## src/rtl/tev_pkg.sv

```systemverilog
package tev_pkg;
  localparam int ADDR_W = 8;

  localparam logic [ADDR_W-1:0] A_START_RX = 8'h00;
  localparam logic [ADDR_W-1:0] A_STOP_RX  = 8'h01;
  localparam logic [ADDR_W-1:0] A_START_TX = 8'h02;
  localparam logic [ADDR_W-1:0] A_STOP_TX  = 8'h03;
  localparam logic [ADDR_W-1:0] A_SUSPEND  = 8'h04;
  localparam logic [ADDR_W-1:0] A_EVT0     = 8'h10;
  localparam logic [ADDR_W-1:0] A_IE       = 8'h20;
  localparam logic [ADDR_W-1:0] A_IE_SET   = 8'h21;
  localparam logic [ADDR_W-1:0] A_IE_CLR   = 8'h22;
  localparam logic [ADDR_W-1:0] A_ERRSRC   = 8'h30;
  localparam logic [ADDR_W-1:0] A_ENABLE   = 8'h31;
  localparam logic [ADDR_W-1:0] A_RXDATA   = 8'h32;
  localparam logic [ADDR_W-1:0] A_TXDATA   = 8'h33;
  localparam logic [ADDR_W-1:0] A_PSEL0    = 8'h34;
  localparam logic [ADDR_W-1:0] A_BAUD     = 8'h3C;
  localparam logic [ADDR_W-1:0] A_CFG      = 8'h3D;

  localparam int N_EV     = 4;
  localparam int EV_RXRDY = 0;
  localparam int EV_TXRDY = 1;
  localparam int EV_ERR   = 2;
  localparam int EV_RXTO  = 3;

  localparam int unsigned ENABLE_KEY = 4;
  localparam logic [31:0] BAUD_RESET = 32'h0400_0000;
endpackage

```

## src/rtl/tev_tx_hold.sv

```systemverilog
module tev_tx_hold #(
  parameter int BYTE_W = 8
) (
  input  logic              clk,
  input  logic              rst_n,
  input  logic              load,
  input  logic [BYTE_W-1:0] load_byte,
  input  logic              tx_ready,
  output logic              tx_valid,
  output logic [BYTE_W-1:0] tx_data,
  output logic              done
);
  logic              busy_q;
  logic [BYTE_W-1:0] byte_q;

  assign done     = busy_q & tx_ready;
  assign tx_valid = busy_q;
  assign tx_data  = byte_q;

  always_ff @(posedge clk or negedge rst_n) begin
    if (!rst_n) begin
      busy_q <= 1'b0;
      byte_q <= '0;
    end else begin
      if (done) busy_q <= 1'b0;
      else if (load) busy_q <= 1'b1;
      if (load && !busy_q) byte_q <= load_byte;
    end
  end
endmodule

```

## src/rtl/tev_irq_gate.sv

```systemverilog
module tev_irq_gate #(
  parameter int N = 4
) (
  input  logic [N-1:0] ev,
  input  logic [N-1:0] mask,
  output logic         irq
);
  logic [N-1:0] hit;
  for (genvar i = 0; i < N; i++) begin : g_gate
    assign hit[i] = ev[i] & mask[i];
  end
  assign irq = |hit;
endmodule

```

## src/rtl/tev_regbank.sv

```systemverilog
module tev_regbank
  import tev_pkg::*;
#(
  parameter int DATA_W   = 32,
  parameter int BYTE_W   = 8,
  parameter int NUM_PSEL = 4,
  parameter int ERR_W    = 4
) (
  input  logic              clk,
  input  logic              rst_n,
  input  logic              bus_valid,
  input  logic              bus_we,
  input  logic [ADDR_W-1:0] bus_addr,
  input  logic [DATA_W-1:0] bus_wdata,
  output logic [DATA_W-1:0] bus_rdata,
  input  logic              tx_pending,
  input  logic              tx_done,
  input  logic [BYTE_W-1:0] tx_byte,
  input  logic              rx_valid,
  input  logic              rx_more,
  input  logic [BYTE_W-1:0] rx_data,
  input  logic              rx_arrive,
  input  logic              line_break,
  output logic              enabled,
  output logic              tx_run,
  output logic              rx_run,
  output logic [N_EV-1:0]   ie,
  output logic [N_EV-1:0]   ev,
  output logic              tx_load,
  output logic [BYTE_W-1:0] tx_load_byte,
  output logic              rx_pop
);
  logic wr, wr_ok, rd_ok, val_one, val_zero;
  logic en_on, en_off, stop_all;
  logic t_start_rx, t_stop_rx, t_start_tx, t_stop_tx, t_suspend;
  logic [N_EV-1:0]   hw_set;
  logic [ERR_W-1:0]  errsrc;
  logic [DATA_W-1:0] psel [NUM_PSEL];
  logic [DATA_W-1:0] baud, cfg;

  assign wr       = bus_valid & bus_we;
  assign wr_ok    = wr & (enabled | (bus_addr == A_ENABLE));
  assign rd_ok    = bus_valid & ~bus_we & enabled;
  assign val_one  = (bus_wdata == DATA_W'(1));
  assign val_zero = (bus_wdata == '0);

  assign en_on  = wr & (bus_addr == A_ENABLE) & (bus_wdata == DATA_W'(ENABLE_KEY));
  assign en_off = wr & (bus_addr == A_ENABLE) & val_zero;

  assign t_start_rx = wr_ok & (bus_addr == A_START_RX) & val_one;
  assign t_stop_rx  = wr_ok & (bus_addr == A_STOP_RX)  & val_one;
  assign t_start_tx = wr_ok & (bus_addr == A_START_TX) & val_one;
  assign t_stop_tx  = wr_ok & (bus_addr == A_STOP_TX)  & val_one;
  assign t_suspend  = wr_ok & (bus_addr == A_SUSPEND)  & val_one;
  assign stop_all   = t_suspend | en_off;

  assign tx_load      = wr_ok & (bus_addr == A_TXDATA) & tx_run & ~tx_pending;
  assign tx_load_byte = bus_wdata[BYTE_W-1:0];
  assign rx_pop       = rd_ok & (bus_addr == A_RXDATA) & rx_run & rx_valid;

  always_comb begin
    hw_set           = '0;
    hw_set[EV_RXRDY] = rx_arrive | (rx_pop & rx_more);
    hw_set[EV_TXRDY] = tx_done;
    hw_set[EV_ERR]   = line_break;
    hw_set[EV_RXTO]  = t_stop_rx | stop_all;
  end

  always_ff @(posedge clk or negedge rst_n) begin
    if (!rst_n) begin
      enabled <= 1'b0;
      tx_run  <= 1'b0;
      rx_run  <= 1'b0;
    end else begin
      if (en_on) enabled <= 1'b1;
      else if (en_off) enabled <= 1'b0;
      if (t_stop_tx | stop_all) tx_run <= 1'b0;
      else if (t_start_tx) tx_run <= 1'b1;
      if (t_stop_rx | stop_all) rx_run <= 1'b0;
      else if (t_start_rx) rx_run <= 1'b1;
    end
  end

  always_ff @(posedge clk or negedge rst_n) begin
    if (!rst_n) ie <= '0;
    else if (wr_ok) begin
      if (bus_addr == A_IE) ie <= bus_wdata[N_EV-1:0];
      else if (bus_addr == A_IE_SET) ie <= ie | bus_wdata[N_EV-1:0];
      else if (bus_addr == A_IE_CLR) ie <= ie & ~bus_wdata[N_EV-1:0];
    end
  end

  for (genvar i = 0; i < N_EV; i++) begin : g_ev
    logic sw_hit, sw_take;
    assign sw_hit = wr_ok & (bus_addr == ADDR_W'(int'(A_EVT0) + i));
    if (i == EV_RXRDY) begin : g_clr_only
      assign sw_take = sw_hit & val_zero;
    end else begin : g_direct
      assign sw_take = sw_hit;
    end
    always_ff @(posedge clk or negedge rst_n) begin
      if (!rst_n) ev[i] <= 1'b0;
      else if (hw_set[i]) ev[i] <= 1'b1;
      else if (sw_take) ev[i] <= ~val_zero;
    end
  end

  always_ff @(posedge clk or negedge rst_n) begin
    if (!rst_n) errsrc <= '0;
    else begin
      logic [ERR_W-1:0] nxt;
      nxt = errsrc;
      if (wr_ok && bus_addr == A_ERRSRC) nxt = nxt & ~bus_wdata[ERR_W-1:0];
      if (line_break) nxt[1:0] = 2'b11;
      errsrc <= nxt;
    end
  end

  for (genvar i = 0; i < NUM_PSEL; i++) begin : g_psel
    always_ff @(posedge clk or negedge rst_n) begin
      if (!rst_n) psel[i] <= '1;
      else if (wr_ok && bus_addr == ADDR_W'(int'(A_PSEL0) + i)) psel[i] <= bus_wdata;
    end
  end

  always_ff @(posedge clk or negedge rst_n) begin
    if (!rst_n) begin
      baud <= DATA_W'(BAUD_RESET);
      cfg  <= '0;
    end else if (wr_ok) begin
      if (bus_addr == A_BAUD) baud <= bus_wdata;
      if (bus_addr == A_CFG)  cfg  <= bus_wdata;
    end
  end

  always_comb begin
    bus_rdata = '0;
    if (rd_ok) begin
      case (bus_addr)
        A_IE, A_IE_SET, A_IE_CLR: bus_rdata = DATA_W'(ie);
        A_ERRSRC: bus_rdata = DATA_W'(errsrc);
        A_ENABLE: bus_rdata = DATA_W'(ENABLE_KEY);
        A_RXDATA: bus_rdata = DATA_W'(rx_data);
        A_TXDATA: bus_rdata = DATA_W'(tx_byte);
        A_BAUD:   bus_rdata = baud;
        A_CFG:    bus_rdata = cfg;
        default:  bus_rdata = '0;
      endcase
      for (int i = 0; i < N_EV; i++)
        if (bus_addr == ADDR_W'(int'(A_EVT0) + i)) bus_rdata = DATA_W'(ev[i]);
      for (int i = 0; i < NUM_PSEL; i++)
        if (bus_addr == ADDR_W'(int'(A_PSEL0) + i)) bus_rdata = psel[i];
    end
  end
endmodule

```

## src/rtl/tev_serial_ctrl.sv

```systemverilog
module tev_serial_ctrl
  import tev_pkg::*;
#(
  parameter int DATA_W   = 32,
  parameter int BYTE_W   = 8,
  parameter int NUM_PSEL = 4,
  parameter int ERR_W    = 4
) (
  input  logic              clk,
  input  logic              rst_n,
  input  logic              bus_valid,
  input  logic              bus_we,
  input  logic [ADDR_W-1:0] bus_addr,
  input  logic [DATA_W-1:0] bus_wdata,
  output logic [DATA_W-1:0] bus_rdata,
  output logic              irq,
  output logic              tx_valid,
  input  logic              tx_ready,
  output logic [BYTE_W-1:0] tx_data,
  input  logic              rx_valid,
  input  logic              rx_more,
  input  logic [BYTE_W-1:0] rx_data,
  output logic              rx_ready,
  input  logic              rx_arrive,
  input  logic              line_break
);
  logic              enabled, tx_run, rx_run, tx_load, tx_done;
  logic [N_EV-1:0]   ie, ev;
  logic [BYTE_W-1:0] tx_load_byte;

  tev_regbank #(
    .DATA_W(DATA_W), .BYTE_W(BYTE_W), .NUM_PSEL(NUM_PSEL), .ERR_W(ERR_W)
  ) u_bank (
    .clk(clk), .rst_n(rst_n),
    .bus_valid(bus_valid), .bus_we(bus_we), .bus_addr(bus_addr),
    .bus_wdata(bus_wdata), .bus_rdata(bus_rdata),
    .tx_pending(tx_valid), .tx_done(tx_done), .tx_byte(tx_data),
    .rx_valid(rx_valid), .rx_more(rx_more), .rx_data(rx_data),
    .rx_arrive(rx_arrive), .line_break(line_break),
    .enabled(enabled), .tx_run(tx_run), .rx_run(rx_run),
    .ie(ie), .ev(ev), .tx_load(tx_load), .tx_load_byte(tx_load_byte),
    .rx_pop(rx_ready)
  );

  tev_tx_hold #(.BYTE_W(BYTE_W)) u_tx (
    .clk(clk), .rst_n(rst_n), .load(tx_load), .load_byte(tx_load_byte),
    .tx_ready(tx_ready), .tx_valid(tx_valid), .tx_data(tx_data), .done(tx_done)
  );

  tev_irq_gate #(.N(N_EV)) u_irq (.ev(ev), .mask(ie), .irq(irq));
endmodule

```

## config.mk

```make
export PLATFORM = sky130hd
export DESIGN_NAME = tev_serial_ctrl
export DESIGN_NICKNAME = d
export VERILOG_FILES = /design/src/rtl/tev_pkg.sv /design/src/rtl/tev_tx_hold.sv /design/src/rtl/tev_irq_gate.sv /design/src/rtl/tev_regbank.sv /design/src/rtl/tev_serial_ctrl.sv
export SDC_FILE = /design/constraint.sdc
export NUM_CORES = 1
export LEC_CHECK = 0
export BUFFER_PORTS_ARGS = -buffer_cell sky130_fd_sc_hd__buf_2
export CELL_PAD_IN_SITES_DETAIL_PLACEMENT = 1
export CELL_PAD_IN_SITES_GLOBAL_PLACEMENT = 2
export CORE_MARGIN = 2
export CORE_UTILIZATION = 43
export CTS_BUF_LIST = sky130_fd_sc_hd__clkbuf_8
export CTS_CLUSTER_SIZE = 16
export DETAILED_ROUTE_END_ITERATION = 16
export PLACE_DENSITY_LB_ADDON = 0.1
export SLEW_MARGIN = 25
export SYNTH_ARGS = -nofsm -noshare
export SYNTH_HDL_FRONTEND = slang
export SYNTH_SLANG_ARGS = --single-unit
```

## constraint.sdc

```tcl
create_clock -name clk -period 2 [get_ports clk]
set_input_delay 0.2 -clock clk [delete_from_list [all_inputs] [get_ports clk]]
set_output_delay 0.2 -clock clk [all_outputs]
set_load 0.01 [all_outputs]
```

; ---- Word-level counts from Yosys, hierarchy flattened
; Cells that the tools add are included.
[totals]
out_inout_bits = 43
word_cells = 142
reg_bits = 216
[classes]
n_reduce_logical = 24
n_bitwise = 46
eq_ne = 23
mux = 31
[ops]
columns = operator, n
row1 = $mux W32, 9
row2 = $pmux W32 S7, 1
row3 = $eq A8 B6 Y1 const B, 13
row4 = $and A1 B1 Y1, 34
row5 = $eq A32 B1 Y1 const B, 1
row6 = $eq A32 B3 Y1 const B, 1
row7 = $eq A8 B5 Y1 const B, 4
row8 = $logic_not A32 Y1, 1
row9 = $reduce_bool A2 Y1, 9
row10 = $eq A8 B2 Y1 const B, 2
row11 = $mux W1, 16
row12 = $mux W4, 3
row13 = $and A4 B4 Y4, 2
row14 = $eq A8 B1 Y1 const B, 1
row15 = $eq A8 B3 Y1 const B, 1
row16 = $logic_not A8 Y1, 1
row17 = $logic_and A1 B1 Y1, 6
row18 = $reduce_and A2 Y1, 3
row19 = $or A1 B1 Y1, 5
row20 = $mux W2, 2
row21 = $not A4 Y4, 1
row22 = $or A4 B4 Y4, 1
row23 = $reduce_or A4 Y1, 1
row24 = $not A1 Y1, 3
row25 = other kinds (3), 3

; ---- Depth between registers and ports, before layout
; Gate-level depths: netlist (run 1).
[depth]
word_depth = 12
ltp_mapped = 8

; ---- By module
; A second synthesis (run 1) with hierarchy kept.
[hier_totals]
cells_unflattened = 823
hier_area_um2 = 10697.8
[modules_own_cells]
columns = module, seq_area_each_um2, instances, area_each_um2, cells_per_inst
row1 = tev_regbank, 5341.4, 1, 10293.6, 798
row2 = tev_tx_hold, 225.2, 1, 385.4, 22
row3 = tev_irq_gate, 0.0, 1, 18.8, 3

; ---- Worst setup path after synthesis (run 1)
; Ideal clock, no wire load.
[synth_path]
path_type = input port to output port
start = input bus_addr[0]
end = output bus_rdata[21]
required_time_ns = 1.800
cell_stages = 8
setup_slack_ns = 0.064
arrival_time_ns = 1.736
path_buffers = 3
path_cell_list = buf_2 buf_2 buf_1 mux2_2 a22oi_1 nor2_1 a221oi_1 nor2_1
[synth_between]
elab_chain_len = 12
elab_cells_between_ends = 28
cone_classes = eq/ne: 17 / mux: 10 / reduce/logical: 1
[synth_rtl]
columns = element, line_no
row1 = "start, declared", tev_serial_ctrl.sv:13  ; input logic [ADDR_W-1:0] bus_addr,
row2 = $eq A8 B6 Y1, tev_regbank.sv:139  ; case (bus_addr)
row3 = $reduce_or A3 Y1, tev_regbank.sv:139
row4 = $pmux W32 S7, tev_regbank.sv:139
row5 = $mux W32 (4 in a row), tev_regbank.sv:150  ; if (bus_addr == ADDR_W'(int'(A_EVT0) + i)) bus_rdata = DATA_W'(ev[i]);
row6 = $mux W32 (3 in a row), tev_regbank.sv:152  ; if (bus_addr == ADDR_W'(int'(A_PSEL0) + i)) bus_rdata = psel[i];
row7 = $mux W32 (*), tev_regbank.sv:152
row8 = $mux W32 (*), tev_regbank.sv:138  ; if (rd_ok) begin
row9 = "end, declared", tev_serial_ctrl.sv:15  ; output logic [DATA_W-1:0] bus_rdata,
; Mark *: on every way between the ends. The rest lies on a longest branch, timed or not.

; ---- Worst setup path in the final report (run 1)
[layout_path]
start = register u_bank.psel[98] (netlist bit)
end = output bus_rdata[2]
[layout_between]
elab_chain_len = 5
[layout_rtl]
columns = element, line_no
row1 = "start, declared", tev_regbank.sv:38  ; logic [DATA_W-1:0] psel [NUM_PSEL];
row2 = $mux W32 (4 in a row), tev_regbank.sv:152
row3 = $mux W32, tev_regbank.sv:138
; Every way passes these cells.

==> flow_metrics.py, run 1 <==
metrics = {
    "outcome": {
        "status": "complete, but fails checks",
        "violations": "negative setup slack",
    },
    "logic_synthesis": {
        "synth.avg_cell_area_um2": 12.7,
        "syn-num-nets": 899,
        "synth_area_mm2": 0.0107,
        "synthArstFlopShare_pct": 100,
        "dominantRegCellSynth": "dfstp_2",
        "synth_seq_cells": 216,
        "yosysWarningCount": 0,
        "synth_cell_types": 55,
        "synthCells": 842,
        "synth_edf_count": 0,
        "seq_area_frac_synth_pct": 51.9,
    },
    "sta": {
        "worst_pin_slew_ps": 645,
        "rsz0062_at_grt": "true",
        "clock.fmax_mhz": 416,
        "fin_crit_ps": 2400,
        "fin_tns_setup_ps": -928,
        "slew_viol_final": 0,
        "final.setup.worst_slack_ps": -404,
        "timing.hold.ws_ps": 41.3,
        "period_share_pct": 120,
        "fin_worst_skew_ps": 10.8,
        "hold_viol": 0,
        "setup_violations": 9,
        "maxSlewHeadroom_pct": 56.6,
    },
    "die": {
        "chipHeight_um": 162,
        "initial_core_util_pct": 44.0,
        "io_pins": 100,
        "rows": 57,
        "fp.dieW_um": 162,
        "core_mm2": 0.0244,
        "die_area_mm2": 0.0262,
    },
    "clock_tree": {
        "cts_tree": "yes",
        "clock_latency_ps": 530,
        "clk_path_buf_depth": 3,
        "numClockSinks": 216,
        "htree_num_levels": 2,
        "path_clk_slew_ps": 60,
        "numCtsBuffers": 40,
        "cts-root-buf": "clkbuf_8",
    },
    "grt": {
        "overflow": 0,
        "grt.total_usage_pct": 26.5,
        "grt_max_degree": 55,
        "antenna_found_initial": 0,
        "grt_first_pass_wirelength_um": 53800,
        "first_global_vias": 9261,
    },
    "cells_and_area": {
        "seqCellArea_mm2": 0.00557,
        "n_antenna_cell": 0,
        "layout.nets": 1123,
        "most-common-layout-cells": "193 x mux2_2, 129 x dfstp_2, 102 x buf_4, 96 x buf_2, 86 x dfrtp_1",
        "final_area_mm2": 0.0142,
        "multi_input_area_mm2": 0.00549,
        "layout.cells.non_filler": 1420,
        "drive_gt1_share_pct": 68.5,
        "layout_commonest_cell": "mux2_2",
        "utilization_pct": 58.1,
        "fillCellCount": 2509,
        "syn_to_final_growth_pct": 32.1,
    },
    "drt": {
        "detail-route-antenna-nets": 0,
        "via_per_inst": 5.64,
        "wire_per_inst_um": 24.0,
        "wl_um": 34000,
        "vias": 8013,
        "drtIter0Drc": 343,
        "drt_pre_antenna_iters": 4,
        "route.detailed.drc": 0,
    },
    "hold_path": {
        "hold_end": "u_bank.psel[60]$_DFFE_PN1P_",
        "min_path_cells": 3,
        "min_from": "bus_wdata[28]",
        "hold_path_class": "input pin to register",
    },
    "setup_path": {
        "critPathTopFamily": "compound AO/OA/AOI/OAI gates",
        "rr_worst_depth": 7,
        "slowest_delay_ps": 550,
        "crit_arrival_ps": 2200,
        "cpMaxStageDelayCell": "dfstp_2",
        "path_class": "register to primary output",
        "cp.required_ps": 1800,
        "r2r_end": "u_bank.ev[0]$_DFFE_PN0P_",
        "r2r-start": "u_bank.enabled$_DFFE_PN0P_",
        "critPathMaxFanout": 2,
        "critical_path_buf_inv_count": 1,
        "crit_chain": "nand2_2, mux2_4, o221ai_4, a21oi_2, a221oi_2, buf_2",
        "cp-end-kind": "primary output",
        "ff2ff_setup_slack_ps": 120,
        "cp-start-kind": "register",
    },
    "placement": {
        "gp_congestion": 0.845,
        "dpl_cell_area_mm2": 0.0125,
        "io_buffer_count": 99,
        "dp_hpwl_um": 23200,
        "dpl.cell_count": 1324,
    },
    "pwr": {
        "p_per_area_mw_per_mm2": 652,
        "power_leakage_uw": 0.00635,
        "vdd_drop_max_mv": 0.545,
    },
    "run": {
        "max_cap_violations": 0,
    },
}
## layer usage
metal	wire length, µm	track usage [%]
met3	1300	3.78
met4	867	8.25
met1	14700	34.4
met5	0	0
met2	17200	46.1
## metrics by stage
stage | power [µW] | worst slack (ps)
global route | 9610 | -462
finish | 9240 | -404
global placement | 5020 | -283
CTS | 9340 | -353
floorplan | 4620 | 63.8
detailed placement | 5040 | -262
## report_power, final
group | total, µW | leakage [µW] | switching [µW] | internal (µW)
registers | 4390 | 0.00252 | 0.452 | 4390
clock network | 4200 | 0.000474 | 1870 | 2330
logic | 655 | 0.00335 | 412 | 243
total | 9240 | 0.00635 | 2280 | 6960
## synthesized netlist by cell type, types with 2 or more instances
| cell | n | area (µm²) |
|---|---|---|
| a31oi_1 | 2 | 12.5 |
| dfrtp_1 | 87 | 2180 |
| nor4b_1 | 5 | 43.8 |
| o21bai_1 | 4 | 30.0 |
| mux2_2 | 215 | 2420 |
| nand4_1 | 2 | 12.5 |
| o32ai_1 | 6 | 52.6 |
| mux2_1 | 42 | 473 |
| clkbuf_1 | 23 | 86.3 |
| a22oi_1 | 27 | 203 |
| o2bb2ai_1 | 3 | 26.3 |
| buf_6 | 3 | 33.8 |
| o221ai_1 | 2 | 17.5 |
| or2_2 | 2 | 12.5 |
| buf_1 | 8 | 30.0 |
| a31o_2 | 2 | 17.5 |
| nor4_1 | 16 | 100 |
| and3_1 | 6 | 37.5 |
| inv_1 | 4 | 15.0 |
| nor2_2 | 3 | 18.8 |
| a21o_1 | 4 | 30.0 |
| o21ai_0 | 19 | 95.1 |
| a21boi_0 | 2 | 15.0 |
| a221oi_1 | 28 | 245 |
| buf_4 | 17 | 128 |
| nand4b_1 | 2 | 17.5 |
| nand3b_1 | 3 | 22.5 |
| mux2i_1 | 8 | 80.1 |
| a32oi_1 | 4 | 35.0 |
| nor2b_1 | 4 | 25.0 |
| nor3_4 | 3 | 48.8 |
| a22o_1 | 5 | 43.8 |
| nand2_1 | 34 | 128 |
| nand3_1 | 7 | 35.0 |
| nand2b_1 | 6 | 37.5 |
| a21oi_1 | 18 | 90.1 |
| o22ai_1 | 2 | 12.5 |
| buf_2 | 10 | 50.1 |
| dfstp_2 | 129 | 3390 |
| nor2_1 | 60 | 225 |
## worst reg2reg max path, cell delays in order, from the launching register on
cell	delay [ps]
dfrtp_2	370
nand2_2	60
or2_4	280
buf_4	150
nor4_4	170
a21oi_1	130
dlygate4sd3_1	590
nand2_1	70
## logic make-up (layout without fill, tap and decap cells)
logic type | count (synthesis) | in the layout | share of synthesized area, %
muxes | 265 | 265 | 27.7
DFF | 216 | 216 | 51.9
and+or+nand+nor | 164 | 164 | 8.29
AOI/OAI and AO/OA | 131 | 131 | 8.88
buffers and inverters | 65 | 319 | 3.19
xor gates and xnor gates | 1 | 1 | 0.0816
## repair_timing
item                                   4_1_cts  5_1_grt
pin swaps                                   46       27
hold buffers                                13        0
endpoints found under the hold margin       89        0
setup endpoints to repair                   33       33
setup buffers                                7        6
gates resized for setup                     95       57
## flip-flops by register name, indices dropped and copies added, names as in the netlist, named ones only
signal and count:
u_bank.ev 4, u_bank.rx_run 1, u_bank.psel 128, u_bank.baud 32
u_bank.errsrc 4, u_tx.tx_data 8, u_tx.tx_valid 1, u_bank.tx_run 1
u_bank.enabled 1, u_bank.cfg 32
## final cells by class
class / count / share of cell area [%]
inverters: 4 / 0.106
repair buffers: 243 / 13.4
well taps: 324 / 2.86
multi-input cells: 561 / 38.7
clock inverters: 20 / 0.627
clock buffers: 52 / 5.05
flip-flops and latches: 216 / 39.3
## how the worst max path moves through the flow
stage | start | endpoint | slack [ps] | cells after the start
after floorplan | bus_addr[0] | bus_rdata[21] | 60 | 8
after global placement | bus_wdata[18] | u_bank.enabled$_DFFE_PN0P_ | -280 | 7
after detailed placement | bus_wdata[3] | u_bank.enabled$_DFFE_PN0P_ | -260 | 8
after CTS | u_bank.psel[98]$_DFFE_PN1P_ | bus_rdata[2] | -350 | 6
after global routing | u_bank.psel[98]$_DFFE_PN1P_ | bus_rdata[2] | -460 | 6
final | u_bank.psel[98]$_DFFE_PN1P_ | bus_rdata[2] | -400 | 6
No activity file was read; power rests on OpenSTA's default activity.
==> inputs of run 2 (changes only) <==
--- a/config.mk
+++ b/config.mk
@@ -5,14 +5,14 @@
 export SDC_FILE = /design/constraint.sdc
 export NUM_CORES = 1
 export LEC_CHECK = 0
-export BUFFER_PORTS_ARGS = -buffer_cell sky130_fd_sc_hd__buf_2
 export CELL_PAD_IN_SITES_DETAIL_PLACEMENT = 1
 export CELL_PAD_IN_SITES_GLOBAL_PLACEMENT = 2
 export CORE_MARGIN = 2
-export CORE_UTILIZATION = 43
+export CORE_UTILIZATION = 46
 export CTS_BUF_LIST = sky130_fd_sc_hd__clkbuf_8
 export CTS_CLUSTER_SIZE = 16
 export DETAILED_ROUTE_END_ITERATION = 16
+export DONT_BUFFER_PORTS = 1
 export PLACE_DENSITY_LB_ADDON = 0.1
 export SLEW_MARGIN = 25
 export SYNTH_ARGS = -nofsm -noshare
==> flow_metrics.py, run 2 (same netlist as run 1, synthesis figures left out) <==
metrics = {
    "placement": {
        "post-place-ws_ps": -208,
        "dp_hpwl_um": 19300,
        "gp_congestion": 0.826,
        "dpl.cell_count": 1171,
        "io_buffer_count": 0,
    },
    "drt": {
        "detail-route-antenna-nets": 0,
        "route.detailed.drc": 0,
        "drtIter0Drc": 332,
        "wl_um": 32300,
        "wire_per_inst_um": 25.0,
        "drt_pre_antenna_iters": 4,
        "via_per_inst": 5.86,
        "vias": 7580,
    },
    "die": {
        "die_area_mm2": 0.0246,
        "rows": 55,
        "fp.dieW_um": 157,
        "io_pins": 100,
        "chipHeight_um": 157,
        "initial_core_util_pct": 47.1,
        "core_mm2": 0.0228,
    },
    "cells_and_area": {
        "layout.cells.non_filler": 1293,
        "syn_to_final_growth_pct": 24.9,
        "reg.largest.list": "u_bank.psel x128, u_bank.baud x32, u_bank.cfg x32",
        "most-common-layout-cells": "196 x mux2_2, 129 x dfstp_2, 86 x dfrtp_1, 65 x buf_4, 50 x clkbuf_8",
        "utilization_pct": 58.9,
        "fillCellCount": 2224,
        "n_antenna_cell": 0,
        "top_register": "u_bank.psel",
        "layout.nets": 1006,
        "largest_reg_flops": 128,
        "layout_commonest_cell": "mux2_2",
        "drive_gt1_share_pct": 60.4,
    },
    "run": {
        "max_cap_violations": 0,
    },
    "clock_tree": {
        "hold_buffers": 42,
        "numCtsBuffers": 40,
        "clk_path_buf_depth": 3,
        "numClockSinks": 216,
        "cts_tree": "yes",
        "clock_latency_ps": 530,
        "path_clk_slew_ps": 60,
        "htree_num_levels": 2,
        "cts-root-buf": "clkbuf_8",
    },
    "sta": {
        "fin_worst_skew_ps": 18.4,
        "rsz0062_at_grt": "true",
        "maxSlewHeadroom_pct": 53.4,
        "period_share_pct": 114,
        "setup_violations": 10,
        "fin_crit_ps": 2280,
        "hold_viol": 216,
        "final.setup.worst_slack_ps": -282,
        "worst_pin_slew_ps": 696,
        "clock.fmax_mhz": 438,
        "timing.hold.ws_ps": -623,
        "slew_viol_final": 0,
    },
    "setup_path": {
        "cp.required_ps": 1800,
        "cp-end-kind": "primary output",
        "crit_path_start": "u_bank.psel[98]$_DFFE_PN1P_",
        "critPathMaxFanout": 2,
        "cp-start-kind": "register",
        "crit_arrival_ps": 2080,
        "path_class": "register to primary output",
        "r2r-start": "u_bank.enabled$_DFFE_PN0P_",
    },
    "grt": {
        "grt_max_degree": 217,
        "grt.total_usage_pct": 27.0,
        "grt_first_pass_wirelength_um": 50800,
        "overflow": 0,
        "first_global_vias": 8652,
        "antenna_found_initial": 0,
    },
    "outcome": {
        "violations": "negative hold slack, negative setup slack",
        "status": "complete, but fails checks",
    },
    "pwr": {
        "vdd_drop_max_mv": 0.406,
        "p_per_area_mw_per_mm2": 657,
        "power_leakage_uw": 0.00574,
    },
    "hold_path": {
        "hold_path_class": "input pin to asynchronous set/reset pin",
    },
}
==> run 2: per-stage QoR <==
step	setup TNS, ps	hold WS (ps)	instance area [µm²]	total power (µW)
3_3_place_gp	-729	-89.8	11500	4620
2_1_floorplan	0	-95.6	10700	4620
4_1_cts	-1660	-661	13300	8920
6_report	-752	-623	13400	8810
5_1_grt	-2380	-642	13400	9140
3_5_place_dp	-646	-89.3	11500	4620
==> run 2: final cells by class <==
class	count	area (µm²)	share of cell area, %
Timing Repair Buffer	126	1240	9.22
Sequential cell	216	5570	41.5
Tap cell	313	392	2.92
Clock inverter	23	96.3	0.719
Inverter	4	15.0	0.112
Multi-Input combinational cell	561	5410	40.4
Clock buffer	50	688	5.13
==> run 2: final timing paths <==
path,endpoint,cells after the start,slack (ps)
setup reg to reg,u_bank.psel[119]$_DFFE_PN1P_,6,50
hold reg to reg,u_bank.baud[3]$_DFFE_PN0P_,1,490
min in group clk,u_bank.ev[0]$_DFFE_PN0P_,3,10
max in group asynchronous,u_tx.tx_data[1]$_DFFE_PN0P_,0,2180
setup / recovery,bus_rdata[2],6,-280
hold / removal,u_bank.errsrc[2]$_DFFE_PN0P_,0,-620
==> run 2: repair_timing <==
item / CTS / global route
resized for setup: 93 / 39
cloned: 1 / 0
setup buffers: 3 / 5
endpoints found under the hold margin: 431 / 216
endpoints found under the setup margin: 33 / 33
pin swaps: 39 / 20
==> run 2: critical path: stages (launching register included) <==
cell and delay (ps):
dfstp_2 530, nand2_1 50, mux2_4 280, o221ai_4 160
a21oi_2 80, a221oi_2 280, buf_4 180
==> run 2: where the power goes <==
part	total [µW]	switching [µW]	internal, µW	leakage (µW)
clock network	4100	1850	2250	0.000475
logic	320	176	143	0.00274
registers	4390	0.442	4390	0.00252
total	8810	2030	6780	0.00574
==> run 2: layer usage <==
layer | track usage, % | share of wire, % | routed length (µm)
met5 | 0 | 0 | 0
met4 | 7.56 | 1.9 | 603
met3 | 5.23 | 5.4 | 1760
met2 | 47.3 | 51 | 16300
met1 | 34.0 | 42 | 13600
